## src/rtl/ipr_pkg.sv

```systemverilog
package ipr_pkg;

    localparam int IDX_W = 8;
    localparam int DW    = 64;
    localparam int NREG  = 46;
    localparam int AW    = $clog2(NREG);

    localparam int I_BASE    = 8;
    localparam int I_ASTREQ  = 9;
    localparam int I_ASTEN   = 10;
    localparam int I_PRIO    = 11;
    localparam int I_IMODE   = 12;
    localparam int I_DMODE   = 13;
    localparam int I_SWREQ   = 14;
    localparam int I_IBOX    = 15;
    localparam int I_IPTB    = 16;
    localparam int I_DPTB    = 17;
    localparam int I_CTEST   = 18;
    localparam int I_CMODE   = 19;
    localparam int I_MFMODE  = 20;
    localparam int I_IASN    = 21;
    localparam int I_DASN    = 22;
    localparam int I_XSUM    = 23;
    localparam int I_XMSK    = 24;
    localparam int I_INTID   = 25;
    localparam int I_MMST    = 26;
    localparam int I_CYC     = 27;
    localparam int I_CYCCTL  = 28;
    localparam int I_MISS    = 29;
    localparam int I_DPTE    = 30;
    localparam int I_DFALL   = 31;
    localparam int I_DFPROC  = 32;
    localparam int I_DFONE   = 33;
    localparam int I_IFALL   = 34;
    localparam int I_IFPROC  = 35;
    localparam int I_IFONE   = 36;
    localparam int I_ALTM    = 37;
    localparam int I_INTCLR  = 38;
    localparam int I_STX     = 39;
    localparam int I_DCFL    = 40;
    localparam int I_ICFL    = 41;
    localparam int I_SRX     = 42;
    localparam int I_ITMP    = 43;
    localparam int I_DTMP    = 44;
    localparam int I_DTAG    = 45;

    localparam logic [DW-1:0] PTE_FIELDS = 64'h07FF_FFFF_0000_FF16;

    typedef enum logic [2:0] {
        WK_NONE, WK_MASK, WK_CLEAR, WK_ONE,
        WK_FALL, WK_FPROC, WK_FONE, WK_INS
    } wkind_t;

    typedef enum logic [1:0] {RK_NONE, RK_PLAIN, RK_CYC, RK_PTE} rkind_t;

    typedef struct packed {
        logic          rd_ok;
        logic          wr_ok;
        rkind_t        rk;
        wkind_t        wk;
        logic          side;
        logic [DW-1:0] mask;
    } attr_t;

endpackage

```

## src/rtl/ipr_decode.sv

```systemverilog
module ipr_decode
    import ipr_pkg::*;
(
    input  logic [IDX_W-1:0] idx,
    output attr_t            attr
);

    always_comb begin
        attr = '{rd_ok: 1'b0, wr_ok: 1'b0, rk: RK_NONE, wk: WK_NONE,
                 side: 1'b0, mask: '1};
        if (int'(idx) < I_BASE) begin
            attr.rd_ok = 1'b1; attr.rk = RK_PLAIN;
            attr.wr_ok = 1'b1; attr.wk = WK_MASK;
        end else begin
            unique case (int'(idx))
                I_BASE, I_MISS: begin
                    attr.rd_ok = 1'b1; attr.rk = RK_PLAIN;
                    attr.wr_ok = 1'b1; attr.wk = WK_MASK;
                end
                I_ASTREQ, I_ASTEN, I_PRIO, I_IMODE, I_DMODE, I_SWREQ,
                I_IBOX, I_IPTB, I_DPTB, I_CTEST, I_CMODE, I_MFMODE,
                I_IASN, I_DASN: begin
                    attr.rd_ok = 1'b1; attr.rk = RK_PLAIN;
                    attr.wr_ok = 1'b1; attr.wk = WK_MASK;
                    case (int'(idx))
                        I_ASTREQ, I_ASTEN: attr.mask = 64'hF;
                        I_PRIO:            attr.mask = 64'h1F;
                        I_IMODE, I_DMODE:  attr.mask = 64'h18;
                        I_SWREQ:           attr.mask = 64'h7FFF0;
                        I_IBOX:            attr.mask = 64'hFF_FFFF_0300;
                        I_IPTB, I_DPTB:    attr.mask = 64'hFFFF_FFFF_C000_0000;
                        I_CTEST:           attr.mask = 64'h1FFB;
                        I_CMODE, I_MFMODE: attr.mask = 64'h3F;
                        I_IASN:            attr.mask = 64'h7F0;
                        default:           attr.mask = 64'hFE00_0000_0000_0000;
                    endcase
                end
                I_XSUM, I_XMSK: begin
                    attr.rd_ok = 1'b1; attr.rk = RK_PLAIN;
                    attr.wr_ok = 1'b1; attr.wk = WK_CLEAR;
                end
                I_INTID, I_MMST, I_SRX, I_ITMP, I_DTMP: begin
                    attr.rd_ok = 1'b1; attr.rk = RK_PLAIN;
                end
                I_CYC: begin
                    attr.rd_ok = 1'b1; attr.rk = RK_CYC;
                    attr.wr_ok = 1'b1; attr.wk = WK_MASK;
                end
                I_CYCCTL: begin
                    attr.rd_ok = 1'b1; attr.rk = RK_PLAIN;
                    attr.wr_ok = 1'b1; attr.wk = WK_ONE;
                end
                I_DPTE: begin
                    attr.rd_ok = 1'b1; attr.rk = RK_PTE;
                    attr.wr_ok = 1'b1; attr.wk = WK_MASK;
                end
                I_DFALL, I_IFALL: begin
                    attr.wr_ok = 1'b1; attr.wk = WK_FALL;
                    attr.side = (int'(idx) == I_IFALL);
                end
                I_DFPROC, I_IFPROC: begin
                    attr.wr_ok = 1'b1; attr.wk = WK_FPROC;
                    attr.side = (int'(idx) == I_IFPROC);
                end
                I_DFONE, I_IFONE: begin
                    attr.wr_ok = 1'b1; attr.wk = WK_FONE;
                    attr.side = (int'(idx) == I_IFONE);
                end
                I_ALTM: begin
                    attr.wr_ok = 1'b1; attr.wk = WK_MASK; attr.mask = 64'h18;
                end
                I_INTCLR, I_STX, I_DCFL, I_ICFL: begin
                    attr.wr_ok = 1'b1; attr.wk = WK_MASK;
                end
                I_DTAG: begin
                    attr.wr_ok = 1'b1; attr.wk = WK_INS;
                end
                default: ;
            endcase
        end
    end

endmodule

```

## src/rtl/ipr_pte_pack.sv

```systemverilog
module ipr_pte_pack
    import ipr_pkg::*;
(
    input  logic [DW-1:0] pte_raw,
    input  logic [6:0]    asn,
    output logic [DW-1:0] pte_out
);

    always_comb begin
        pte_out = pte_raw & PTE_FIELDS;
        pte_out[63:57] = asn;
    end

endmodule

```

## src/rtl/ipr_bank.sv

```systemverilog
module ipr_bank
    import ipr_pkg::*;
#(
    parameter logic [63:0] RESET_BASE = 64'h0000_0000_0000_4000
) (
    input  logic             clk,
    input  logic             rst_n,
    input  logic [IDX_W-1:0] rd_idx,
    output logic [DW-1:0]    rd_data,
    output logic             rd_fault,
    input  logic             wr_en,
    input  logic             wr_spec,
    input  logic [IDX_W-1:0] wr_idx,
    input  logic [DW-1:0]    wr_data,
    output logic             wr_fault,
    input  logic [DW-1:0]    cycle_cnt,
    output logic [1:0]       flush_all,
    output logic [1:0]       flush_proc,
    output logic [1:0]       flush_one,
    output logic [DW-1:0]    flush_va,
    output logic [6:0]       flush_asn,
    output logic             ins_stb,
    output logic [DW-1:0]    ins_tag,
    output logic [DW-1:0]    ins_pte
);

    logic [DW-1:0] regs [NREG];
    attr_t         rattr, wattr;
    logic [DW-1:0] pte_view;
    logic [6:0]    dasn, iasn;
    logic          commit;
    logic [AW-1:0] ra, wa;

    ipr_decode u_rdec (.idx(rd_idx), .attr(rattr));
    ipr_decode u_wdec (.idx(wr_idx), .attr(wattr));

    assign dasn = regs[I_DASN][63:57];
    assign iasn = regs[I_IASN][10:4];
    assign ra   = rd_idx[AW-1:0];
    assign wa   = wr_idx[AW-1:0];

    ipr_pte_pack u_pack (.pte_raw(regs[I_DPTE]), .asn(dasn), .pte_out(pte_view));

    assign commit   = wr_en && !wr_spec;
    assign wr_fault = commit && !wattr.wr_ok;

    always_comb begin
        rd_data  = '0;
        rd_fault = !rattr.rd_ok;
        if (rattr.rd_ok) begin
            unique case (rattr.rk)
                RK_PLAIN: rd_data = regs[ra];
                RK_CYC:   rd_data = {regs[I_CYC][63:32], cycle_cnt[31:0]};
                RK_PTE:   rd_data = pte_view;
                default:  rd_data = '0;
            endcase
        end
    end

    always_ff @(posedge clk) begin
        if (!rst_n) begin
            for (int i = 0; i < NREG; i++) begin
                regs[i] <= (i == I_BASE) ? RESET_BASE :
                           (i == I_MISS) ? 64'h6 : '0;
            end
        end else if (commit && wattr.wr_ok) begin
            unique case (wattr.wk)
                WK_MASK:                     regs[wa] <= wr_data & wattr.mask;
                WK_CLEAR, WK_FALL, WK_FPROC: regs[wa] <= '0;
                WK_ONE:                      regs[wa] <= 64'h1;
                WK_FONE, WK_INS:             regs[wa] <= wr_data;
                default: ;
            endcase
        end
    end

    always_ff @(posedge clk) begin
        if (!rst_n) begin
            flush_all  <= '0;
            flush_proc <= '0;
            flush_one  <= '0;
            flush_va   <= '0;
            flush_asn  <= '0;
            ins_stb    <= 1'b0;
            ins_tag    <= '0;
            ins_pte    <= '0;
        end else begin
            flush_all  <= '0;
            flush_proc <= '0;
            flush_one  <= '0;
            ins_stb    <= 1'b0;
            if (commit && wattr.wr_ok) begin
                unique case (wattr.wk)
                    WK_FALL:  flush_all[wattr.side]  <= 1'b1;
                    WK_FPROC: flush_proc[wattr.side] <= 1'b1;
                    WK_FONE: begin
                        flush_one[wattr.side] <= 1'b1;
                        flush_va  <= wr_data;
                        flush_asn <= wattr.side ? iasn : dasn;
                    end
                    WK_INS: begin
                        ins_stb <= 1'b1;
                        ins_tag <= wr_data;
                        ins_pte <= pte_view;
                    end
                    default: ;
                endcase
            end
        end
    end

    logic [6:0] strobes;
    assign strobes = {flush_all, flush_proc, flush_one, ins_stb};

    a_r12_spec_quiet: assert property (@(posedge clk) disable iff (!rst_n)
        (wr_en && wr_spec) |=> (strobes == '0));

    a_r4_fault_no_strobe: assert property (@(posedge clk) disable iff (!rst_n)
        (wr_en && wr_fault) |=> (strobes == '0));

    a_r8_single_strobe: assert property (@(posedge clk) disable iff (!rst_n)
        $onehot0(strobes));

    a_r8_strobe_cause: assert property (@(posedge clk) disable iff (!rst_n)
        (strobes != '0) |-> $past(wr_en && !wr_spec));

    a_r5_zero_on_fault: assert property (@(posedge clk) disable iff (!rst_n)
        rd_fault |-> (rd_data == '0));

    a_r7_ctl_one: assert property (@(posedge clk) disable iff (!rst_n)
        (commit && int'(wr_idx) == I_CYCCTL) |=> (regs[I_CYCCTL] == 64'h1));

    a_r3_clear: assert property (@(posedge clk) disable iff (!rst_n)
        (commit && (int'(wr_idx) == I_XSUM)) |=> (regs[I_XSUM] == '0));

endmodule

```

## config.mk

```make
export PLATFORM = sky130hd
export DESIGN_NAME = ipr_bank
export DESIGN_NICKNAME = d
export VERILOG_FILES = /design/src/rtl/ipr_pkg.sv /design/src/rtl/ipr_decode.sv /design/src/rtl/ipr_pte_pack.sv /design/src/rtl/ipr_bank.sv
export SDC_FILE = /design/constraint.sdc
export NUM_CORES = 2
export LEC_CHECK = 0
export ABC_AREA = 0
export BUFFER_PORTS_ARGS = -buffer_cell sky130_fd_sc_hd__buf_4
export CORE_ASPECT_RATIO = 1.25
export CORE_UTILIZATION = 40
export CTS_BUF_LIST = sky130_fd_sc_hd__clkbuf_16
export CTS_CLUSTER_DIAMETER = 150
export DETAILED_ROUTE_END_ITERATION = 10
export PLACE_DENSITY = 0.61
export SYNTH_ARGS = -nofsm -noshare
export SYNTH_HDL_FRONTEND = slang
export SYNTH_MEMORY_MAX_BITS = 65536
export SYNTH_SLANG_ARGS = --single-unit
```

## constraint.sdc

```tcl
create_clock -name clk -period 17.5 [get_ports clk]
set_input_delay 0 -clock clk [delete_from_list [all_inputs] [get_ports clk]]
set_output_delay 0 -clock clk [all_outputs]
set_load 0.01 [all_outputs]
```

==> impl_metrics.toml <==
[routing]
initialDrtViolationCount = 10879
routed_via_density = 5.977
ant_nets = 0
drc = 0
wire_per_inst_um = 32.20
drt-total-wl_um = 403400
dr.pass1.iters = 6
dr_total_vias = 74874

[logic_synthesis]
synth_seq_area_share_pct = 68.50
synth.area.mux_share_pct = 12.92
synth.area.top_cells = "edfxtp_1 65%, mux4_2 12%, nor2_1 5.4%"
synth_top_area_cell = "edfxtp_1"
synth.avg_cell_area_um2 = 14.68
synth_edf_count = 2564
synth_cell_types = 80
yosys_warnings = 0
synth.ff_latch_count = 2749
syn_inst = 8025
synth_top_area_share_pct = 65.35
ys.flop_type = "edfxtp_1"
synth_xor_xnor_area_share_pct = 0.02230
synth_top_family_by_area = "multiplexers"
synth_compound_area_share_pct = 4.087
synthAdderAreaFrac_pct = 0.04248
ys_async_sr_fraction_pct = 0
yosys.area_share.simple_pct = 10.99
syn_area_um2 = 117800

[clock_tree]
cts_made_buffers = 274
post_cts_buffers = 0
htree_levels = 5
cts.sinks = 2749
cts_tree = "done"
clk_latency_ns = 0.85
cts_max_path_buffers = 4
clock-root-buffer = "clkbuf_16"
clkSlewWorstSetupHoldPaths_ns = 0.06
cts-hold-fix-buffers = 109
ctsResizeCount = 0

[sta]
layout_setup_ws_ns = 11.87
finalCriticalPeriod_ns = 5.625
finalCritPeriodShare_pct = 32.14
hold_viol_final = 0
fin_worst_skew_ns = 0.03458
slew_headroom_pct = 0.4786
setup_viol = 0
rsz0062_at_grt = "false"
timing.fmax_ghz = 0.1778
tightest_slew_ns = 1.493
slew_violations = 0
setup_tns_ns = 0

[setup_path]
worst_setup_path_start_kind = "input pin"
crit_chain = "dlygate4sd3_1 -> buf_4 -> or3_1 -> a2111oi_2 -> or3_1 -> o31a_2 -> buf_4 -> buf_4 -> nand2_2 -> buf_4 -> nand2_4 -> buf_4"
cp.arrival_ns = 6.06
crit_top_cell = "buf_4"
crit_fanout = 59
worstPathRequired_ns = 17.94
endpoint_kind = "flip-flop"
worstSetupPathType = "input pin to flip-flop"
rr_endpoint = "flush_va[19]"
crit_path_start = "wr_idx[5]"
worstPathBufferInverterCount = 6
cp_top_family = "buffers and inverters"
r2r_setup_slack_ns = 16.29
cpMaxStageDelayCell = "buf_4"
cpPeakStageDelay_ns = 0.80
r2r_start = "flush_va[19]"
reg2regPathDepth = 3

[die]
design.core.area_um2 = 292800
dieArea_um2 = 296700
die_x_um = 487.4
start_util_pct = 40.24
die_h_um = 608.8
io_pins = 420
fp-row-count = 222

[hold_path]
hp-start = "wr_data[18]"
hp-class = "input pin to flip-flop"
whs_path_depth = 4
min_to = "flush_va[18]"

[cells_and_area]
layout_commonest_cell = "edfxtp_1"
area_growth_pct = 14.31
drive_above_1_share_pct = 20.58
layout_common_cells = "2564 x edfxtp_1, 1697 x nor2_1, 642 x mux4_2"
nNetsFinal = 8556

[grt]
grt_util_met1_pct = 33.22
grt_pass1_vias = 74704
grt_max_degree = 130
grtUsageMet2_pct = 44.42
antenna_found_initial = 24
grt_overflow = 0
grt_util_met3_pct = 4.941
grt_use_total_pct = 26.73
busiest_layer = "met2"
grt_first_pass_wirelength_um = 558900

[status]
status = "complete, no violations"

[power]
ir_drop_uv = 83.13
power_density_nw_per_um2 = 105.7
p_leak_uw = 0.04834

[placement]
place.gp.congestion = 0.8411
pre_cts_ws_ns = 11.77
dp_hpwl_um = 233500
port_buffers = 366

[flow_run]
drv_cap = 0
==> cell type report <==
cell class	count	area (µm²)
Antenna cell	6	15.01
Clock buffer	278	6957
Clock inverter	195	1308
Fill cell	25545	158100
Inverter	66	247.7
Multi-Input combinational cell	4640	35160
Sequential cell	2749	80700
Tap cell	3920	4905
Timing Repair Buffer	673	5389
==> synth_stat cells, drive strengths merged (3+ instances only) <==
cell    instances
a22oi          32
nor2b           6
nor2         1701
and3          561
mux2i          55
nor4           27
nor3           55
and2            7
a31oi           5
o211ai         46
o22ai         151
a21oi          17
buf           431
and3b           4
clkbuf        439
o31a            3
o21ai         170
nand3           7
nand2         508
mux2           19
and4b           4
nand2b          8
o22a           19
mux4          642
nand3b          3
or3b            3
o31ai           7
dfxtp         185
ha              4
a222oi         19
inv            65
edfxtp       2564
o221ai         21
a211oi          4
a21boi        172
nor3b           3
or3            25
==> cell families (layout without fill, tap and decap cells) <==
logic type | count (synthesis) | in the layout
other cells | 1 | 307
fa+ha+maj | 4 | 4
flops | 2749 | 2749
compound gates | 683 | 683
xor+xnor | 3 | 3
simple gates | 2933 | 2933
buf+inv | 936 | 1212
mux | 716 | 716
==> through the flow <==
step                std cells  area, µm²  utilization, %  power [µW]  hold WS [ns]
finish                  12527     134700           46.00       14230       0.03204
global route            12523     134700           46.00       14550       0.04024
CTS                     12521     134700           46.00       14260      0.001063
detailed placement      11939     125300           42.80        8709        0.2941
global placement        11939     125300           42.80        8673        0.2872
floorplan                8325     118900               -        8293        0.1449
==> where the power goes <==
part	leakage (µW)	switching [µW]	internal [µW]
logic	0.0182	669	352
clock network	0.00430	2530	3110
registers	0.0258	90.9	7480
==> worst reg2reg max path, cell delays in order (launching register included) <==
cell and delay, ns:
dfxtp_1 0.38, nand2_1 0.06, a21boi_0 0.15, dlygate4sd3_1 0.57
==> worst max path at each step <==
stage                        endpoint  cells past startpoint
final                     regs[0][63]                     12
after global routing      regs[0][63]                     12
after CTS                  rd_data[6]                     10
after detailed placement  regs[0][13]                     11
after global placement    regs[0][14]                     11
after floorplan           regs[47][0]                      7
==> registers in the layout, summed over array words and instances (netlist names) <==
signal      flops
ins_stb         1
regs         2564
flush_va       64
flush_all       2
ins_pte        43
flush_one       2
ins_tag        64
flush_asn       7
flush_proc      2
==> per-layer routing <==
| layer | vias to the layer above | wire, µm | share of wire (%) |
|---|---|---|---|
| met3 | 1022 | 41500 | 10 |
| met2 | 4844 | 195800 | 49 |
| met5 | - | 112 | 0.028 |
| li1 | 30380 | - | - |
| met1 | 38612 | 141500 | 35 |
| met4 | 16 | 24420 | 6.1 |
No activity file was read; power rests on OpenSTA's default activity.
